$ cat src/rtl/nand_rnd_pkg.sv
package nand_rnd_pkg;
    localparam int LFSR_W = 15;

    typedef logic [LFSR_W-1:0] lfsr_t;

    typedef enum logic [1:0] {
        LAY_FLAT  = 2'd0,
        LAY_CHUNK = 2'd1,
        LAY_INTER = 2'd2,
        LAY_RSVD  = 2'd3
    } layout_e;

    typedef enum logic [1:0] {
        ST_INIT = 2'd0,
        ST_IDLE = 2'd1,
        ST_SEEK = 2'd2,
        ST_RUN  = 2'd3
    } rnd_state_e;

    function automatic lfsr_t lfsr_next(lfsr_t s);
        return {s[0] ^ s[1], s[LFSR_W-1:1]};
    endfunction
endpackage

$ cat src/rtl/nand_rnd_seedtab.sv
module nand_rnd_seedtab
    import nand_rnd_pkg::*;
#(
    parameter int NUM_SEEDS = 1,
    parameter logic [NUM_SEEDS*LFSR_W-1:0] SEED_LIST = 15'h4A80,
    parameter int SUB_STEPS = 4096,
    parameter int IDX_W = 1,
    parameter int TAB_N = 2
) (
    input  logic       clk,
    input  logic       rst_n,
    output logic       done_o,
    output lfsr_t      sub_o  [TAB_N],
    output logic [7:0] pre0_o [TAB_N],
    output logic [7:0] pre1_o [TAB_N]
);
    localparam int CNT_W = $clog2(SUB_STEPS + 17) + 1;
    localparam logic [CNT_W-1:0] AT_SUB  = CNT_W'(SUB_STEPS);
    localparam logic [CNT_W-1:0] AT_PRE0 = CNT_W'(SUB_STEPS + 15);
    localparam logic [CNT_W-1:0] AT_PRE1 = CNT_W'(SUB_STEPS + 16);
    localparam logic [IDX_W-1:0] LAST    = IDX_W'(NUM_SEEDS - 1);

    logic [IDX_W-1:0] idx_q;
    logic [CNT_W-1:0] cnt_q;
    lfsr_t            cur_q;

    always_ff @(posedge clk or negedge rst_n) begin
        if (!rst_n) begin
            idx_q  <= '0;
            cnt_q  <= '0;
            cur_q  <= SEED_LIST[LFSR_W-1:0];
            done_o <= 1'b0;
            for (int i = 0; i < TAB_N; i++) begin
                sub_o[i]  <= '0;
                pre0_o[i] <= '0;
                pre1_o[i] <= '0;
            end
        end else if (!done_o) begin
            if (cnt_q == AT_SUB)  sub_o[idx_q]  <= cur_q;
            if (cnt_q == AT_PRE0) pre0_o[idx_q] <= cur_q[7:0];
            if (cnt_q == AT_PRE1) begin
                pre1_o[idx_q] <= cur_q[7:0];
                if (idx_q == LAST) begin
                    done_o <= 1'b1;
                end else begin
                    idx_q <= idx_q + 1'b1;
                    cur_q <= SEED_LIST[(int'(idx_q) + 1) * LFSR_W +: LFSR_W];
                    cnt_q <= '0;
                end
            end else begin
                cur_q <= lfsr_next(cur_q);
                cnt_q <= cnt_q + 1'b1;
            end
        end
    end
endmodule

$ cat src/rtl/nand_rnd_locate.sv
module nand_rnd_locate
    import nand_rnd_pkg::*;
#(
    parameter int PAGE_BYTES  = 2048,
    parameter int SPARE_BYTES = 64,
    parameter int ECC_SIZE    = 512,
    parameter int ECC_BYTES   = 8,
    parameter int PREPAD      = 2,
    parameter int COL_W       = 12
) (
    input  logic [COL_W-1:0] col_i,
    input  layout_e          layout_i,
    output logic [COL_W-1:0] offs_o,
    output logic [COL_W:0]   left_o,
    output logic             use_sub_o,
    output logic             in_grp_o
);
    localparam int TOTAL    = PAGE_BYTES + SPARE_BYTES;
    localparam int NCHUNK   = PAGE_BYTES / ECC_SIZE;
    localparam int GRP      = ECC_BYTES + 4;
    localparam int UNIT     = ECC_SIZE + PREPAD + ECC_BYTES;
    localparam int GRP_END  = PAGE_BYTES + NCHUNK * GRP;
    localparam int UNIT_END = NCHUNK * UNIT;

    int c, cg, cu;
    assign c  = int'(col_i);
    assign cg = (c - PAGE_BYTES) % GRP;
    assign cu = c % UNIT;

    always_comb begin
        offs_o    = COL_W'(c % 4096);
        left_o    = (c < TOTAL) ? (COL_W+1)'(TOTAL - c) : '1;
        use_sub_o = 1'b0;
        in_grp_o  = 1'b0;
        case (layout_i)
            LAY_CHUNK: begin
                if (c < PAGE_BYTES) begin
                    offs_o = COL_W'(c % ECC_SIZE);
                    left_o = (COL_W+1)'(ECC_SIZE - c % ECC_SIZE);
                end else if (c < GRP_END) begin
                    offs_o    = COL_W'(cg);
                    left_o    = (COL_W+1)'(GRP - cg);
                    use_sub_o = 1'b1;
                    in_grp_o  = 1'b1;
                end
            end
            LAY_INTER: begin
                if (c < UNIT_END) begin
                    if (cu < ECC_SIZE) begin
                        offs_o = COL_W'(cu);
                        left_o = (COL_W+1)'(ECC_SIZE - cu);
                    end else begin
                        offs_o    = COL_W'(cu - ECC_SIZE);
                        left_o    = (COL_W+1)'(UNIT - cu);
                        use_sub_o = 1'b1;
                    end
                end
            end
            default: ;
        endcase
    end
endmodule

$ cat src/rtl/nand_page_randomizer.sv
module nand_page_randomizer
    import nand_rnd_pkg::*;
#(
    parameter int PAGE_W      = 16,
    parameter int PAGE_BYTES  = 2048,
    parameter int SPARE_BYTES = 64,
    parameter int ECC_SIZE    = 512,
    parameter int ECC_BYTES   = 8,
    parameter int PREPAD      = 2,
    parameter int NUM_SEEDS   = 1,
    parameter logic [NUM_SEEDS*LFSR_W-1:0] SEED_LIST = 15'h4A80,
    parameter int SUB_STEPS   = 4096,
    parameter int COL_W       = $clog2(PAGE_BYTES + SPARE_BYTES)
) (
    input  logic              clk,
    input  logic              rst_n,
    input  logic              start_i,
    input  logic [PAGE_W-1:0] page_i,
    input  logic [COL_W-1:0]  column_i,
    input  logic              write_i,
    input  logic [1:0]        layout_i,
    input  logic              enable_i,
    input  logic              in_valid_i,
    input  logic [7:0]        in_data_i,
    output logic              in_ready_o,
    output logic              out_valid_o,
    output logic [7:0]        out_data_o
);
    localparam int IDX_W = (NUM_SEEDS > 1) ? $clog2(NUM_SEEDS) : 1;
    localparam int TAB_N = 1 << IDX_W;

    rnd_state_e       st_q, st_d;
    lfsr_t            lfsr_q;
    logic [COL_W-1:0] seek_cnt_q, col_q, pos_q;
    logic [COL_W:0]   left_q;
    logic [IDX_W-1:0] idx_q;
    logic             wr_q, grp_q;
    layout_e          lay_q;

    logic             seeds_done;
    lfsr_t            sub_tab  [TAB_N];
    logic [7:0]       pre0_tab [TAB_N];
    logic [7:0]       pre1_tab [TAB_N];

    nand_rnd_seedtab #(
        .NUM_SEEDS(NUM_SEEDS), .SEED_LIST(SEED_LIST), .SUB_STEPS(SUB_STEPS),
        .IDX_W(IDX_W), .TAB_N(TAB_N)
    ) u_seedtab (
        .clk(clk), .rst_n(rst_n), .done_o(seeds_done),
        .sub_o(sub_tab), .pre0_o(pre0_tab), .pre1_o(pre1_tab)
    );

    // Segment lookup for either the new start column or the next column.
    logic             start_ok;
    logic [COL_W-1:0] loc_col, loc_offs;
    logic [COL_W:0]   loc_left;
    logic             loc_sub, loc_grp;
    layout_e          loc_lay;
    logic [IDX_W-1:0] new_idx, sel_idx;
    lfsr_t            loc_base;

    assign start_ok = start_i && (st_q != ST_INIT);
    assign loc_col  = start_i ? column_i : col_q + 1'b1;
    assign loc_lay  = start_i ? layout_e'(layout_i) : lay_q;
    assign new_idx  = IDX_W'(32'(page_i) % NUM_SEEDS);
    assign sel_idx  = start_i ? new_idx : idx_q;
    assign loc_base = loc_sub ? sub_tab[sel_idx]
                              : SEED_LIST[int'(sel_idx) * LFSR_W +: LFSR_W];

    nand_rnd_locate #(
        .PAGE_BYTES(PAGE_BYTES), .SPARE_BYTES(SPARE_BYTES), .ECC_SIZE(ECC_SIZE),
        .ECC_BYTES(ECC_BYTES), .PREPAD(PREPAD), .COL_W(COL_W)
    ) u_locate (
        .col_i(loc_col), .layout_i(loc_lay), .offs_o(loc_offs),
        .left_o(loc_left), .use_sub_o(loc_sub), .in_grp_o(loc_grp)
    );

    logic       accept, run_byte, reseed;
    logic [7:0] mask;

    assign in_ready_o = (st_q == ST_IDLE) || (st_q == ST_RUN);
    assign accept     = in_valid_i && in_ready_o && !start_i;
    assign run_byte   = accept && enable_i && (st_q == ST_RUN);
    assign reseed     = run_byte && (left_q == (COL_W+1)'(1));
    assign mask       = (wr_q && grp_q && pos_q < COL_W'(2))
                        ? ((pos_q == '0) ? pre0_tab[idx_q] : pre1_tab[idx_q])
                        : lfsr_q[7:0];

    // State register
    always_ff @(posedge clk or negedge rst_n) begin
        if (!rst_n) st_q <= ST_INIT;
        else        st_q <= st_d;
    end

    // Transitions
    always_comb begin
        st_d = st_q;
        unique case (st_q)
            ST_INIT: if (seeds_done) st_d = ST_IDLE;
            ST_IDLE: if (start_i) st_d = (loc_offs == '0) ? ST_RUN : ST_SEEK;
            ST_SEEK: begin
                if (start_i)                        st_d = (loc_offs == '0) ? ST_RUN : ST_SEEK;
                else if (seek_cnt_q == COL_W'(1))   st_d = ST_RUN;
            end
            ST_RUN: begin
                if (start_i || reseed) st_d = (loc_offs == '0) ? ST_RUN : ST_SEEK;
            end
        endcase
    end

    // Generator, segment tracking and output byte
    always_ff @(posedge clk or negedge rst_n) begin
        if (!rst_n) begin
            lfsr_q      <= '0;
            seek_cnt_q  <= '0;
            col_q       <= '0;
            pos_q       <= '0;
            left_q      <= '0;
            idx_q       <= '0;
            wr_q        <= 1'b0;
            grp_q       <= 1'b0;
            lay_q       <= LAY_FLAT;
            out_valid_o <= 1'b0;
            out_data_o  <= '0;
        end else begin
            out_valid_o <= accept;
            if (accept) out_data_o <= run_byte ? (in_data_i ^ mask) : in_data_i;

            if (start_ok || reseed) begin
                if (start_ok) begin
                    idx_q <= new_idx;
                    wr_q  <= write_i;
                    lay_q <= layout_e'(layout_i);
                end
                col_q      <= loc_col;
                lfsr_q     <= loc_base;
                seek_cnt_q <= loc_offs;
                pos_q      <= loc_offs;
                left_q     <= loc_left;
                grp_q      <= loc_grp;
            end else if (st_q == ST_SEEK) begin
                lfsr_q     <= lfsr_next(lfsr_q);
                seek_cnt_q <= seek_cnt_q - 1'b1;
            end else if (run_byte) begin
                lfsr_q <= lfsr_next(lfsr_q);
                col_q  <= col_q + 1'b1;
                pos_q  <= pos_q + 1'b1;
                left_q <= left_q - 1'b1;
            end
        end
    end
endmodule

$ cat config.mk
export PLATFORM = sky130hd
export DESIGN_NAME = nand_page_randomizer
export DESIGN_NICKNAME = d
export VERILOG_FILES = /design/src/rtl/nand_rnd_pkg.sv /design/src/rtl/nand_rnd_seedtab.sv /design/src/rtl/nand_rnd_locate.sv /design/src/rtl/nand_page_randomizer.sv
export SDC_FILE = /design/constraint.sdc
export NUM_CORES = 1
export LEC_CHECK = 0
export BUFFER_PORTS_ARGS = -buffer_cell sky130_fd_sc_hd__clkbuf_2
export CAP_MARGIN = 20
export CORE_UTILIZATION = 40
export DETAILED_ROUTE_END_ITERATION = 12
export MAX_ROUTING_LAYER = met4
export PLACE_DENSITY = 0.64
export SETUP_SLACK_MARGIN = 0.05
export SLEW_MARGIN = 25
export SYNTH_ARGS = -nofsm -noshare
export SYNTH_HDL_FRONTEND = slang
export SYNTH_SLANG_ARGS = --single-unit
$ cat constraint.sdc
create_clock -name clk -period 19.46 [get_ports clk]
set_input_delay 0.973 -clock clk [delete_from_list [all_inputs] [get_ports clk]]
set_output_delay 0.973 -clock clk [all_outputs]
set_load 0.01 [all_outputs]
==> results of run 1 <==
## sequential cells by signal, summed over array words and instances (netlist names), 12 cells and up
register	count
left_q	13
u_seedtab.sub_o	15
col_q	12
u_seedtab.cnt_q	14
u_seedtab.cur_q	15
seek_cnt_q	12
pos_q	12
lfsr_q	15
## stage by stage
step / cells / utilization / worst slack, ns
2_1_floorplan: 1239 / - / 11.95
3_3_place_gp: 1559 / 0.4246 / 10.32
3_5_place_dp: 1559 / 0.4246 / 10.23
4_1_cts: 1591 / 0.4459 / 10.65
5_1_grt: 1591 / 0.4460 / 10.05
6_report: 1591 / 0.4460 / 10.53
## final cells by class
cell class              instances  area (um2)  share of cell area
well taps                     335       419.2             0.03606
inverters                      34       127.6             0.01098
clock inverters                14       125.1             0.01077
repair buffers                 56       337.8             0.02907
flip-flops and latches        140        3508              0.3019
clock buffers                  18       429.2             0.03693
multi-input cells             994        6675              0.5743
## cells in the mapped netlist, types with 5 or more instances
| library cell | number |
|---|---|
| dfrtp_1 | 136 |
| nand2_1 | 136 |
| nor2_1 | 120 |
| xnor2_1 | 88 |
| a21oi_1 | 66 |
| o21ai_0 | 66 |
| clkbuf_1 | 50 |
| mux2_2 | 48 |
| nand3_1 | 40 |
| inv_1 | 32 |
| nor3_1 | 31 |
| a31oi_1 | 24 |
| and3_1 | 23 |
| ha_1 | 23 |
| mux2i_1 | 21 |
| xor2_1 | 21 |
| nand4_1 | 19 |
| nor4_1 | 18 |
| o211ai_1 | 16 |
| a221o_1 | 15 |
| a211oi_1 | 14 |
| or3_1 | 14 |
| and2_1 | 12 |
| o22ai_1 | 10 |
| or4_1 | 9 |
| a21o_1 | 7 |
| a32oi_1 | 7 |
| nand2b_1 | 7 |
| nor2b_1 | 7 |
| o21ai_1 | 7 |
| buf_4 | 6 |
| o31a_1 | 6 |
| o31ai_1 | 6 |
| or2_2 | 6 |
| a211o_1 | 5 |
| a21boi_0 | 5 |
| a221oi_1 | 5 |
| buf_2 | 5 |
| buf_6 | 5 |
| nand3_2 | 5 |
| o221ai_1 | 5 |
## power breakdown
group,switching [mW],internal (mW)
Sequential,0.0369,0.328
Combinational,0.404,0.228
Clock,0.138,0.168
Total,0.579,0.724
## layer usage
| metal | vias up | part of all wire | track usage |
|---|---|---|---|
| met5 | - | 0 | - |
| met2 | 278 | 0.48 | 0.3806 |
| li1 | 4565 | - | - |
| met4 | 0 | 0.023 | 0.07506 |
| met1 | 4582 | 0.46 | 0.3097 |
| met3 | 45 | 0.046 | 0.03197 |
## cell families after synthesis
family                   count (synthesis)  share of synthesized area
multiplexers                            71                    0.07305
XOR/XNOR                               113                    0.09587
AO/OA/AOI/OAI                          324                     0.2184
AND/OR/NAND/NOR                        462                     0.2103
buffers and inverters                  105                    0.04352
flip-flops                             140                     0.3298
adder cells (fa/ha/maj)                 24                    0.02894
## worst paths after layout
| kind | slack [ns] | from | depth (start not counted) | end |
|---|---|---|---|---|
| max reg2reg | 10.61 | col_q[0] | 27 | left_q[5] |
| min | 0.48 | out_data_o[1] | 2 | out_data_o[1] |
| min reg2reg | 0.48 | out_data_o[1] | 2 | out_data_o[1] |
| max in group asynchronous | 17.85 | rst_n | 2 | pos_q[5] |
| min in group asynchronous | 0.53 | rst_n | 1 | u_seedtab.cur_q[1] |
| max | 10.53 | start_i | 27 | left_q[5] |
## critical path: cells and delay by family
kind	cells	cell delay, ns
compound gates	13	4.23
simple gates	3	1.23
fa+ha+maj	3	0.97
xor+xnor	4	0.96
buf+inv	4	0.79
==> run metrics, run 1 <==
Tcrit/Tclk final=0.4590; final setup TNS=0 ns; Seq/Total Area, Yosys=0.3298; worst vdd ir=0.07093 mV; Synth Register Bits=140; PwrDens=112.1 mW/mm2; CP required=19.73 ns; io pins=54; Final Max Slew Viols=0; post-synthesis cell count=1,239; crit path launch type=primary input; Largest stage delay, worst path=0.79 ns; HP Class=reg -> reg; ANT cells=0; Worst Hold Slack=0.4811 ns; Worst Setup Path Type=in -> reg; Avg Cell Area, Syn=8.585 um2; cts hold-fix bufs=0; Vias per Instance=5.952; postcts setup bufs=0; dpl hpwl=22,210 um; max-cap violations=0; Synth top area share=0.3200; commonest cells after routing, fill and taps aside=nand2_1, dfrtp_1, nor2_1; Routed WL=30,340 um; outcome=finished clean; crit end category=register; Syn Nets=1,307; gr usage total=0.2373; Max Root-Sink Buffers=2; Slew @ Worst Pin=0.9885 ns; clock slew at reported path FFs=0.06 ns; setup violators final=0; wire per inst=19.07 um; port buffer count=37; Async S/R FF share, synth=1.000; First-pass DRT Iterations=5; final instance area=0.01162 mm2; Peak Freq=0.1120 GHz; DP Area=0.01106 mm2; fill count=2,594; Iteration-0 DRC Markers=751; Static Leak=4.735 nW; Top FF cell, synth=dfrtp_1; GRT overflow=0; antenna violations before repair=0; clk sinks=140; Clock Tree Root=clkbuf_16; critical path data arrival time=9.20 ns; Mapped Area=0.01064 mm2; site row count=59; relative slew slack=0.3240; routability cong.=0.9779; Skew-Pair Late Insertion Delay=0.43 ns; top post-synthesis cells by area=dfrtp_1, xnor2_1, mux2_2; most frequent CP cell=ha_1; Distinct cells, synth=91; Die W=165.1 um; Starting Density=0.4082; post-route minimum period=8.932 ns; layout cells sized above 1=0.1481; H-Tree Depth=4; vias in the first global route=9,116; clock skew=0.01218 ns; Die Span Y=165.1 um; post-route ant nets=0; Synth area leader=dfrtp_1; crit path max fanout=37; RSZ-0062 raised after global routing=false; EDFF count, synth=0; Synth Warn #=0; Critical Path Slowest Stage Cell=or4_1; vias=9,470; Post-CTS Resized=0; die area=0.02725 mm2; Area Growth Syn to Fin=9.270%; largest net degree at the start of global routing=78; Inserted Clock Buffers=17; final hold vios=0; core area=0.02606 mm2; CTS tree=built; Total Power=1.303 mW; NumNets Final=1,311; first-pass GRT wire length=49,240 um; Remaining DRCs=0
Power figures use the tool's default switching activity.
==> run 2: changes to the inputs <==
Settings changed: PLACE_DENSITY 0.64 to 0.66.
Clock period 19.46 ns to 7.2 ns, I/O delays scaled along.
==> run metrics, run 2 (synthesis results as in run 1) <==
outcome=complete, but fails checks; failing checks=negative hold slack; relative slew slack=0.3207 (-0.003299); Final WS setup=0.5118 ns (-10.02 ns); clock slew at reported path FFs=0.06 ns (about the same); setup violators final=0 (unchanged); setup slack at placement=0.4054 ns (-9.823 ns); Worst Setup Path Type=reg -> reg; post-route minimum period=6.688 ns; Inserted Clock Buffers=17 (unchanged); Remaining DRCs=0 (unchanged); Regs by FF count=lfsr_q: 15 flops, u_seedtab.cur_q: 15 flops, u_seedtab.sub_o: 15 flops; cts hold-fix bufs=0 (unchanged); gr usage total=0.2505 (+0.01313); First-pass DRT Iterations=5 (unchanged); Routed WL=32,000 um (+5.5%); NumNets Final=1,354 (+3.3%); Static Leak=4.976 nW (+5.1%); Clock Tree Root=clkbuf_16; max-cap violations=0 (unchanged); postcts setup bufs=0 (unchanged); critical path data arrival time=6.96 ns (-2.24 ns); ANT cells=0 (unchanged); Slew @ Worst Pin=0.9933 ns (+0.004824 ns); worst vdd ir=0.1917 mV (+170%); first-pass GRT wire length=51,380 um (+4.3%); clk sinks=140 (unchanged); final hold vios=3 (+3); largest net degree at the start of global routing=88 (+13%); vias=9,861 (+4.1%); H-Tree Depth=4 (unchanged); Die Span Y=165.1 um (unchanged); vias in the first global route=9,566 (+4.9%); CTS tree=built; port buffer count=37 (unchanged); post-route ant nets=0 (unchanged); Net Switching=1.587 mW (+170%); crit end category=register; antenna violations before repair=0 (unchanged); non-filler cells in the finished layout=1,634 (+2.7%); crit path max fanout=7 (-81%); Combinational Power Share=0.498 (+0.013); Skew-Pair Late Insertion Delay=0.42 ns (about the same); GRT overflow=0 (unchanged); site row count=59 (unchanged); Max Root-Sink Buffers=2 (unchanged); Peak Freq=0.1495 GHz; crit path launch type=register; Final Max Slew Viols=0 (unchanged); wire per inst=19.58 um (+2.7%); Post-CTS Resized=0 (unchanged); Worst Hold Slack=-0.006639 ns (-0.4877 ns); Int Power=2.096 mW (+190%); routability cong.=1.013 (+3.6%); PwrDens=306.5 mW/mm2 (+170%); Total Power=3.683 mW (+180%); RSZ-0062 raised after global routing=false; clock skew=0.01060 ns (-0.001573 ns); post-placement cell count=1,602 (+2.8%); power share of the sequential group=0.268 (-0.012); CP required=7.47 ns (-12.26 ns); final setup TNS=0 ns (unchanged); dpl hpwl=24,040 um (+8.2%); Die W=165.1 um (unchanged); layout cells sized above 1=0.1786 (+0.03051); Starting Density=0.4082 (unchanged); Vias per Instance=6.035 (+1.4%); die area=0.02725 mm2 (unchanged); HP Class=in -> async; io pins=54 (unchanged); Iteration-0 DRC Markers=891 (+19%); switch share=0.4309 (-0.01318); commonest cells after routing, fill and taps aside=nand2_1, dfrtp_1, nor2_1; Clk network pwr share=0.234 (about the same); Tcrit/Tclk final=0.9289; Area Growth Syn to Fin=12.97%; core area=0.02606 mm2 (unchanged)
[run 2: path summary, 6_finish.rpt]
kind                                startpoint                  end  slack, ns  cells after the start
setup / recovery                      col_q[0]            left_q[9]       0.51                     27
hold / removal                           rst_n   u_seedtab.cur_q[0]     -0.007                      1
setup reg to reg                      col_q[0]            left_q[9]       0.51                     27
hold reg to reg            u_seedtab.cnt_q[13]  u_seedtab.cnt_q[13]       0.48                      1
max in group asynchronous                rst_n   u_seedtab.cur_q[6]       5.98                      2
min in group clk                  in_data_i[2]        out_data_o[2]       0.15                      2
[run 2: critical path: stages (launching register included)]
cell and delay, ns:
dfrtp_1 0.48, ha_1 0.30, nand3_2 0.19, xor2_1 0.21, o21ai_1 0.20, inv_2 0.06, ha_1 0.23, a211oi_1 0.26
o2111ai_1 0.25, a211oi_2 0.32, xnor2_2 0.12, or4_1 0.61, a21oi_4 0.25, xnor2_4 0.12, ha_1 0.20, o211a_1 0.10
o31a_1 0.33, nor3b_1 0.27, a31oi_1 0.12, xor2_2 0.19, a41oi_2 0.14, ha_1 0.32, inv_1 0.08, o41ai_4 0.43
nand2_1 0.13, or3_1 0.37, nand3_1 0.10, a41oi_1 0.13
[run 2: final cells by class]
class | instances | area [um2]
fill | 2558 | 14040
multi-input combinational | 994 | 6719
sequential | 140 | 3508
timing repair buffer | 99 | 656.9
clock buffer | 19 | 452.9
tap | 335 | 419.2
clock inverter | 13 | 132.6
inverter | 34 | 127.6
[run 2: per-stage QoR]
step	cell area [um2]	hold WS, ns	util
floorplan	10640	0.06441	-
finish	12020	-0.006639	0.4611
CTS	11970	0.02760	0.4595
global route	12020	0.06849	0.4611
detailed placement	11390	0.4662	0.4370
global placement	11390	0.4532	0.4370
[run 2: power groups by stage]
stage	combinational [mW]	clock (mW)	sequential, mW
2_1_floorplan	1.27	0	0.973
6_report	1.83	0.860	0.989
3_3_place_gp	1.76	0	0.995
3_5_place_dp	1.77	0	1.00
5_1_grt	1.99	0.906	1.00
4_1_cts	1.78	0.876	0.987
[run 2: metal layers]
layer	vias up	GRT usage	routed length (um)
met2	288	0.4100	15530
met1	4861	0.3136	14170
met4	0	0.09299	934
li1	4643	-	-
met5	-	-	0
met3	69	0.03546	1372
==> run 3: changes to the inputs <==
Settings changed: BUFFER_PORTS_ARGS -buffer_cell sky130_fd_sc_hd__clkbuf_2 to unset, DONT_BUFFER_PORTS set to 1, PLACE_DENSITY 0.66 to 0.64.
==> run metrics, run 3 (synthesis results as in run 1) <==
outcome=finished clean; Regs by FF count=lfsr_q: 15 flops, u_seedtab.cur_q: 15 flops, u_seedtab.sub_o: 15 flops; port buffer count=0 (-100%); post-route ant nets=0 (unchanged); Largest stage delay, worst path=0.61 ns (about the same); HP Class=in -> reg; crit path cell chain=ha_2 > nand3_2 > o31a_1 > o31a_1 > buf_4 > nor4_1 > o2111ai_1 > and3_1 > or4_1 > a21oi_4 > buf_4 > mux2_1 > a41oi_2 > buf_4 > a31oi_1 > xor2_2 > a41oi_2 > ha_1 > inv_1 > o41ai_4 > nand2_1 > or3_1 > nand3_1 > a41oi_1; CTS tree=built; die area=0.02725 mm2 (unchanged); io pins=54 (unchanged); Top Metal Used=met4; Static Leak=4.810 nW (-3.3%); CP required=7.48 ns (about the same); wire per inst=19.43 um (-0.79%); area taken by flip-flops and latches=0.003508 mm2 (unchanged); wire length on met1=13,730 um (-3.1%); routability cong.=0.9730 (-3.9%); Peak Freq=0.1487 GHz (-0.52%); worst vdd ir=0.1549 mV (-19%); CP delay by family, top=compound AO/OA/AOI/OAI gates; critical path data arrival time=7.00 ns (+0.04 ns); Tcrit/Tclk final=0.9337 (+0.004816); max-cap violations=0 (unchanged); Starting Density=0.4082 (unchanged); vias in the first global route=9,172 (-4.1%); crit path max fanout=12 (+5); multi-input logic area=0.006704 mm2 (-0.22%); post-route minimum period=6.723 ns (+0.03467 ns); most frequent CP cell=buf_4; RSZ-0062 raised after global routing=false; met2 WL=14,810 um (-4.6%); Worst Setup Path Type=reg -> reg; Clock Tree Root=clkbuf_16; commonest cells after routing, fill and taps aside=nand2_1, dfrtp_1, nor2_1; site row count=59 (unchanged); Routed WL=30,990 um (-3.2%); largest net degree at the start of global routing=141 (+60%); ANT cells=0 (unchanged); crit path buf inv count=4 (+2); Slew @ Worst Pin=0.8784 ns (-0.1150 ns); final hold vios=0 (-3); Area Growth Syn to Fin=11.21%; gr usage total=0.2406 (-0.009843); core area=0.02606 mm2 (unchanged); Remaining DRCs=0 (unchanged); clk sinks=140 (unchanged); Final Max Slew Viols=0 (unchanged); setup violators final=0 (unchanged); PwrDens=307.7 mW/mm2 (+0.41%); Vias per Instance=6.014 (-0.34%); clock skew=0.01228 ns (+0.001677 ns); crit end category=register; Iteration-0 DRC Markers=924 (+3.7%); H-Tree Depth=4 (unchanged); GRT overflow=0 (unchanged); Critical Path Slowest Stage Cell=or4_1; fill count=2,553 (-0.20%); metal3 WL=1580 um (+15%); vias=9,593 (-2.7%); relative slew slack=0.3993 (+0.07862); setup slack at placement=0.2598 ns (-0.1456 ns); Final WS setup=0.4772 ns (-0.03467 ns); Inserted Clock Buffers=17 (unchanged); dpl hpwl=23,100 um (-3.9%); final setup TNS=0 ns (unchanged); Max Root-Sink Buffers=2 (unchanged); first-pass GRT wire length=49,220 um (-4.2%); Skew-Pair Late Insertion Delay=0.42 ns (about the same); antenna violations before repair=0 (unchanged); Die Span Y=165.1 um (unchanged); First-pass DRT Iterations=6 (+1); layout cells sized above 1=0.1532 (-0.02542); clock slew at reported path FFs=0.06 ns (about the same); NumNets Final=1,315 (-2.9%); Die W=165.1 um (unchanged); crit path launch type=register
==> run 3: changes by cell type in the layout (fill, tap and decap cells not counted), sizes merged <==
| cell | before | now |
|---|---|---|
| clkinvlp | 0 | 1 |
| dlygate4sd3 | 0 | 1 |
| buf | 63 | 59 |
| clkbuf | 55 | 19 |
| bufinv | 1 | 2 |
| inv | 39 | 40 |
| clkinv | 7 | 4 |
==> run 3: worst paths after layout <==
path                                     start                  end  slack [ns]  cells past startpoint
min in group asynchronous                rst_n  u_seedtab.sub_o[29]        0.57                      2
max reg2reg                           col_q[1]            left_q[9]        0.48                     24
min                               in_data_i[2]        out_data_o[2]        0.04                      1
max                                   col_q[1]            left_q[9]        0.48                     24
max in group asynchronous                rst_n            lfsr_q[5]        6.11                      2
min reg2reg                u_seedtab.cnt_q[13]  u_seedtab.cnt_q[13]        0.47                      1
==> run 3: power by group <==
part           internal, mW  leakage, nW  switching (mW)
registers             0.887         1.76           0.108
logic                 0.687         2.76            1.08
clock network         0.528        0.291           0.354
total                  2.10         4.81            1.54
==> run 3: layout make-up <==
type | count | share of cell area
Sequential cell | 140 | 0.2966
Clock buffer | 19 | 0.03744
Multi-Input combinational cell | 994 | 0.5667
Tap cell | 335 | 0.03543
Timing Repair Buffer | 60 | 0.03998
Inverter | 34 | 0.01079
Clock inverter | 13 | 0.01301
==> run 3: metrics by stage <==
step	area, um2	hold WS [ns]	std cells	total power, mW	util
floorplan	10640	0.06441	1239	2.245	-
finish	11830	0.03966	1595	3.640	0.4539
CTS	11800	0.02171	1595	3.616	0.4528
global placement	11170	0.06760	1561	2.687	0.4285
detailed placement	11170	0.06692	1561	2.701	0.4285
global route	11830	0.03969	1595	3.847	0.4539
==> run 3: worst reg2reg max path, delay by kind of cell (launching register included) <==
family / cells / cell delay, ns
flops: 1 / 0.45
fa+ha+maj: 2 / 0.61
xor+xnor: 1 / 0.18
simple gates: 7 / 1.98
compound gates: 9 / 2.26
mux: 1 / 0.36
buf+inv: 4 / 0.74
==> run 3: repair_timing <==
| action | 4_1_cts | 5_1_grt |
|---|---|---|
| endpoints found under the setup margin | 0 | 6 |
| buffers inserted | 0 | 0 |
| hold endpoints to repair | 140 | 0 |
| resized for setup | 0 | 6 |
| hold buffers | 2 | 0 |
==> run 3: metal layers <==
metal  track usage  vias to the layer above
li1              -                     4561
met1        0.2970                     4690
met2        0.3950                      280
met3       0.04271                       62
met4       0.08382                        0
met5             -                        -
